**src/rtl/mwt_pkg.sv**
```systemverilog
// Shared constants and register selector for the match timer.
// Assumes a word-aligned map of eight 32-bit registers starting at offset 0.
package mwt_pkg;
    localparam int CNT_W  = 32;
    localparam int NCH    = 4;
    localparam int IEN_W  = 12;
    localparam int ADDR_W = 8;

    typedef enum logic [2:0] {
        SEL_TGT0 = 3'd0, SEL_TGT1 = 3'd1, SEL_TGT2 = 3'd2, SEL_TGT3 = 3'd3,
        SEL_CNT  = 3'd4, SEL_STAT = 3'd5, SEL_ARM  = 3'd6, SEL_IEN  = 3'd7
    } reg_sel_e;

    // True when an offset lands on a mapped register.
    function automatic logic addr_ok(input logic [ADDR_W-1:0] a);
        return (a[ADDR_W-1:5] == '0) && (a[1:0] == 2'b00);
    endfunction
endpackage

```
**src/rtl/mwt_counter.sv**
```systemverilog
// Free-running up-counter with a load port.
// Assumes a load and a tick in the same cycle resolve to the load.
module mwt_counter #(
    parameter int W = 32
) (
    input  logic         clk,
    input  logic         rst_n,
    input  logic         tick_en,
    input  logic         load,
    input  logic [W-1:0] load_val,
    output logic [W-1:0] cnt_q,
    output logic [W-1:0] cnt_next,
    output logic         step
);
    assign step     = tick_en && !load;
    assign cnt_next = cnt_q + W'(1);

    // Count register: load, step or hold.
    always_ff @(posedge clk) begin
        if (!rst_n)      cnt_q <= '0;
        else if (load)   cnt_q <= load_val;
        else if (step)   cnt_q <= cnt_next;
    end

    assert_load_R3: assert property (@(posedge clk) disable iff (!rst_n)
        load |=> cnt_q == $past(load_val));
    assert_step_R2: assert property (@(posedge clk) disable iff (!rst_n)
        (tick_en && !load) |=> cnt_q == W'($past(cnt_q) + W'(1)));
    assert_hold_R2: assert property (@(posedge clk) disable iff (!rst_n)
        (!tick_en && !load) |=> $stable(cnt_q));
endmodule

```
**src/rtl/mwt_channel.sv**
```systemverilog
// One compare channel: holds a target value and flags equality on a step.
// Assumes the comparison uses the value the counter is about to take.
module mwt_channel #(
    parameter int W = 32
) (
    input  logic         clk,
    input  logic         rst_n,
    input  logic         wr,
    input  logic [W-1:0] wdata,
    input  logic         step,
    input  logic [W-1:0] cnt_next,
    output logic [W-1:0] tgt_q,
    output logic         hit
);
    // Target register, written from the bus.
    always_ff @(posedge clk) begin
        if (!rst_n)  tgt_q <= '0;
        else if (wr) tgt_q <= wdata;
    end

    assign hit = step && (cnt_next == tgt_q);

    assert_tgt_write_R11: assert property (@(posedge clk) disable iff (!rst_n)
        wr |=> tgt_q == $past(wdata));
endmodule

```
**src/rtl/match_wdog_timer.sv**
```systemverilog
// Match timer top: bus decode, status, enable, watchdog arm and interrupts.
// Assumes one access per cycle and registered read data.
module match_wdog_timer
    import mwt_pkg::*;
(
    input  logic              clk,
    input  logic              rst_n,
    input  logic              tick_en,
    input  logic              bus_sel,
    input  logic              bus_we,
    input  logic [ADDR_W-1:0] bus_addr,
    input  logic [CNT_W-1:0]  bus_wdata,
    output logic [CNT_W-1:0]  bus_rdata,
    output logic              bus_err,
    output logic [NCH-1:0]    irq,
    output logic              sys_rst_req
);
    logic             acc_ok;
    reg_sel_e         sel;
    logic             wr_ok;
    logic [CNT_W-1:0] cnt_q, cnt_next;
    logic             step;
    logic [CNT_W-1:0] tgt_q [NCH];
    logic [NCH-1:0]   hit;
    logic [NCH-1:0]   stat_q;
    logic [IEN_W-1:0] ien_q;
    logic             arm_q;
    logic [NCH-1:0]   clr_mask;

    assign acc_ok = addr_ok(bus_addr);
    assign sel    = reg_sel_e'(bus_addr[4:2]);
    assign wr_ok  = bus_sel && bus_we && acc_ok;

    mwt_counter #(.W(CNT_W)) u_cnt (
        .clk(clk), .rst_n(rst_n), .tick_en(tick_en),
        .load(wr_ok && sel == SEL_CNT), .load_val(bus_wdata),
        .cnt_q(cnt_q), .cnt_next(cnt_next), .step(step)
    );

    for (genvar n = 0; n < NCH; n++) begin : g_ch
        mwt_channel #(.W(CNT_W)) u_ch (
            .clk(clk), .rst_n(rst_n),
            .wr(wr_ok && bus_addr[4:2] == 3'(n)), .wdata(bus_wdata),
            .step(step), .cnt_next(cnt_next),
            .tgt_q(tgt_q[n]), .hit(hit[n])
        );
        assert_stat_needs_en_R4: assert property (@(posedge clk) disable iff (!rst_n)
            $rose(stat_q[n]) |-> $past(ien_q[n]));
    end

    assign clr_mask = (wr_ok && sel == SEL_STAT) ? bus_wdata[NCH-1:0] : '0;

    // Status: enabled events set, written ones clear, set wins.
    always_ff @(posedge clk) begin
        if (!rst_n) stat_q <= '0;
        else        stat_q <= (stat_q & ~clr_mask) | (hit & ien_q[NCH-1:0]);
    end

    // Interrupt enable keeps the low field of the write.
    always_ff @(posedge clk) begin
        if (!rst_n)                     ien_q <= '0;
        else if (wr_ok && sel == SEL_IEN) ien_q <= bus_wdata[IEN_W-1:0];
    end

    // Watchdog arm: cleared by a channel 3 hit, which also pulses the request.
    always_ff @(posedge clk) begin
        if (!rst_n) begin
            arm_q       <= 1'b0;
            sys_rst_req <= 1'b0;
        end else begin
            sys_rst_req <= hit[3] && arm_q;
            if (hit[3] && arm_q)              arm_q <= 1'b0;
            else if (wr_ok && sel == SEL_ARM) arm_q <= bus_wdata[0];
        end
    end

    // Level interrupts, one cycle behind status and enable.
    always_ff @(posedge clk) begin
        if (!rst_n) irq <= '0;
        else        irq <= stat_q & ien_q[NCH-1:0];
    end

    // Registered read data and error flag.
    always_ff @(posedge clk) begin
        if (!rst_n) begin
            bus_rdata <= '0;
            bus_err   <= 1'b0;
        end else begin
            bus_err <= bus_sel && !acc_ok;
            if (bus_sel && !bus_we) begin
                if (!acc_ok) bus_rdata <= '0;
                else begin
                    case (sel)
                        SEL_CNT:  bus_rdata <= cnt_q;
                        SEL_STAT: bus_rdata <= CNT_W'(stat_q);
                        SEL_ARM:  bus_rdata <= CNT_W'(arm_q);
                        SEL_IEN:  bus_rdata <= CNT_W'(ien_q);
                        default:  bus_rdata <= tgt_q[bus_addr[3:2]];
                    endcase
                end
            end
        end
    end

    assert_irq_level_R7: assert property (@(posedge clk) disable iff (!rst_n)
        1'b1 |=> irq == $past(stat_q & ien_q[NCH-1:0]));
    assert_rst_pulse_R8: assert property (@(posedge clk) disable iff (!rst_n)
        sys_rst_req |=> !sys_rst_req);
    assert_arm_cleared_R8: assert property (@(posedge clk) disable iff (!rst_n)
        sys_rst_req |-> !arm_q);
    assert_err_pulse_R10: assert property (@(posedge clk) disable iff (!rst_n)
        bus_err |-> $past(bus_sel));
endmodule

```
**config.mk**
```make
export PLATFORM = sky130hd
export DESIGN_NAME = match_wdog_timer
export DESIGN_NICKNAME = d
export VERILOG_FILES = /design/src/rtl/mwt_pkg.sv /design/src/rtl/mwt_counter.sv /design/src/rtl/mwt_channel.sv /design/src/rtl/match_wdog_timer.sv
export SDC_FILE = /design/constraint.sdc
export NUM_CORES = 1
export LEC_CHECK = 0
export ABC_CLOCK_PERIOD_IN_PS = 2800
export BUFFER_PORTS_ARGS = -buffer_cell sky130_fd_sc_hd__buf_2
export CORE_UTILIZATION = 36
export DETAILED_ROUTE_END_ITERATION = 6
export GPL_ROUTABILITY_DRIVEN = 1
export SLEW_MARGIN = 20
export SYNTH_ARGS = -nofsm -noshare
export SYNTH_HDL_FRONTEND = slang
export SYNTH_SLANG_ARGS = --single-unit
```
**constraint.sdc**
```tcl
create_clock -name clk -period 2.8 [get_ports clk]
set_input_delay 0.28 -clock clk [delete_from_list [all_inputs] [get_ports clk]]
set_output_delay 0.28 -clock clk [all_outputs]
set_load 0.01 [all_outputs]
```
==> flow_summary.ini <==
[run_status]
outcome = finished with violations
failed_checks = negative setup slack

[placed_design]
hpwlAfterDp_um = 43200
placed_cells = 2303
dp_slack_ns = -0.251
place.gp.congestion = 1.03
portBuffers = 82

[yosys]
ys_ff_latch = 215
yosysTopAreaCell = dfxtp_1
ys_types = 71
synthTopCellsByCount = nand2_1 (359), dfxtp_1 (215), a21oi_1 (193)
yosys_warnings = 0
synth_top_area_share_pct = 33.1
syn_avg_cell_area_sq_um = 7.63
netlist_top_cells_area = dfxtp_1 (33%), nand2_1 (10%), a21oi_1 (7.4%)
syn_nets = 1752
synth.most_common_cell = nand2_1
synth_flop_cell = dfxtp_1
synth_edf_count = 0
synthCells = 1706
postSynth.asyncResetShare_pct = 0
syn_area_sq_um = 13000
seq_area_frac_synth_pct = 33.1

[critical_path]
worstSetupPathType = reg2reg
cp-end-kind = flip-flop
crit_path_start_kind = flip-flop
arrival_ns = 3.30
path_max_fanout = 4
cp.required_ns = 3.27

[final_layout]
drive_gt1_share_pct = 21.6
fin_cells = 2382
nNetsFinal = 1949
synthToLayoutAreaGrowth_pct = 26.6
post-route-util_pct = 46.3

[routing]
wire_per_inst_um = 24.4
routed.top_layer = met5
drt-met1-wl_um = 25800
drt-pass1-iter-count = 5
routed_wl_um = 58100
via_per_inst = 5.74
ant_nets = 0
wl_met2_um = 25600
drc = 0
route.met3.wl_um = 5410
vias = 13674
drtIter0Drc = 1300

[die]
core-area_sq_um = 35600
die_x_um = 192
rows = 69
die-area_sq_um = 36900
ioPinCount = 83
initial_core_util_pct = 36.6
fp.dieH_um = 192

[clock_tree]
clkSinkCount = 215
clock_latency_ns = 0.56
cts_buffers = 25
cts_tree = done
clk_path_buf_depth = 3
h-tree-depth = 1
clock-root-buffer = clkbuf_16
clk_pin_slew_ns = 0.06

[power_and_ir_drop]
fin_total_pwr_mw = 6.98
pwr-share-clk_pct = 49.2
switching_power_mw = 1.70
seqPwrFrac_pct = 44.0
leakage_nw = 6.05
switching_share_pct = 24.3
internal_power_mw = 5.29
power_per_cell_area_nw_per_um2 = 424
p_comb_share_pct = 6.8
peakVddDrop_uv = 409

[sta]
fmax_mhz = 353
setup-violations-final = 1
fin_hold_ws_ns = 0.0171
tightest_slew_ns = 0.680
maxSlewViolCount = 0
period_needed_ns = 2.83
fin_skew_ns = 0.0188
grt_setup_unrepaired = yes
setup_ws_ns = -0.0323
fin_crit_sh_pct = 101
hold_viol_final = 0
slew_headroom_pct = 54.2

[grt]
grt.total_usage_pct = 31.2
grt_pass1_vias = 12675
overflow = 0
antenna_found_initial = 2
grt_max_degree = 69
grt_pass1_wl_um = 84900

[run]
cap_viol_max_count = 0

[worst_hold_path]
hold_class = in2reg
==> kinds of logic after synthesis <==
logic type | Yosys count | share of synthesized area (%)
AO/OA/AOI/OAI | 397 | 18.3
adder cells (fa/ha/maj) | 1 | 0.0961
buffers and inverters | 164 | 4.89
AND/OR/NAND/NOR | 707 | 25.5
flip-flops | 215 | 33.1
XOR/XNOR | 169 | 12.0
multiplexers | 53 | 6.13
==> area by class of cell <==
cell class | instances | area (sq um)
Clock buffer | 34 | 709
Clock inverter | 10 | 146
Tap cell | 461 | 577
Multi-Input combinational cell | 1327 | 8310
Sequential cell | 215 | 4310
Fill cell | 3597 | 19100
Antenna cell | 1 | 2.50
Timing Repair Buffer | 305 | 2300
Inverter | 29 | 114
==> layer usage <==
metal,GRT usage [%],up-vias
met5,0,-
met4,7.33,2
met3,5.52,79
met2,48.2,605
met1,44.7,6610
li1,-,6378
==> worst max-delay path: stages (launching register included) <==
cell,delay [ns]
dfxtp_2,0.35
buf_6,0.10
ha_4,0.14
nand3_4,0.11
or4_4,0.58
nor3_4,0.26
xnor2_1,0.09
a22oi_1,0.23
o31ai_2,0.13
or4b_1,0.49
o31ai_1,0.26
==> power by group through the flow <==
| stage | Combinational (mW) | Sequential [mW] | Clock (mW) |
|---|---|---|---|
| 6_report | 0.473 | 3.07 | 3.44 |
| 4_1_cts | 0.459 | 3.07 | 3.49 |
| 3_3_place_gp | 0.427 | 3.14 | 0 |
| 5_1_grt | 0.496 | 3.07 | 3.59 |
| 2_1_floorplan | 0.214 | 3.14 | 0 |
| 3_5_place_dp | 0.429 | 3.14 | 0 |
==> worst paths after layout <==
| check | startpoint | to | slack, ns | cells after the start |
|---|---|---|---|---|
| hold / removal | bus_wdata[15] | g_ch[1].u_ch.tgt_q[15]$_SDFFE_PN0P_ | 0.02 | 3 |
| setup reg to reg | u_cnt.cnt_q[0]$_SDFFE_PN0P_ | stat_q[1]$_SDFF_PN0_ | -0.03 | 10 |
| setup / recovery | u_cnt.cnt_q[0]$_SDFFE_PN0P_ | stat_q[1]$_SDFF_PN0_ | -0.03 | 10 |
| hold reg to reg | bus_rdata[18]$_SDFFE_PN0P_ | bus_rdata[18]$_SDFFE_PN0P_ | 0.45 | 2 |
==> per-stage QoR <==
step | setup TNS [ns] | instance area, sq um
finish | -0.0323 | 16500
global route | -0.298 | 16500
CTS | -0.0970 | 16200
detailed placement | -1.15 | 15000
global placement | -0.837 | 15000
floorplan | 0 | 13000
==> registers in the layout, summed over array words and instances, names as in the netlist <==
name and flops:
g_ch.u_ch.tgt_q 128, irq 4, bus_err 1, u_cnt.cnt_q 32
sys_rst_req 1, ien_q 12, arm_q 1, stat_q 4
bus_rdata 32
==> placed cells by master (no fill, tap or decap), drive strengths merged, types with 5 or more instances in the layout <==
cell / synthesis / final
mux2i: 28 / 28
dfxtp: 215 / 215
a22oi: 35 / 35
inv: 29 / 30
or4: 8 / 8
mux4: 21 / 21
nand2: 359 / 359
o211ai: 8 / 8
a21oi: 193 / 193
xnor2: 110 / 110
clkinv: 0 / 5
nand4: 39 / 39
nor3b: 9 / 9
nand2b: 19 / 19
o21ai: 55 / 55
or3: 8 / 8
xor2: 54 / 54
and3: 20 / 20
nor2: 115 / 115
nand3: 41 / 41
and2: 8 / 8
a211oi: 41 / 41
clkbuf: 111 / 35
xnor3: 5 / 5
and4: 8 / 8
dlygate4sd3: 0 / 18
nor4: 25 / 25
o22ai: 11 / 11
buf: 24 / 286
a31oi: 11 / 11
nor2b: 8 / 8
nor3: 30 / 30
==> timing repair <==
action,CTS,global route
pin swaps,11,20
gates resized for setup,21,47
gates cloned,0,1
hold buffers,18,0
buffers inserted,5,10
endpoints found under the setup margin,6,6
hold endpoints to repair,51,0
No activity file was read; power rests on OpenSTA's default activity.
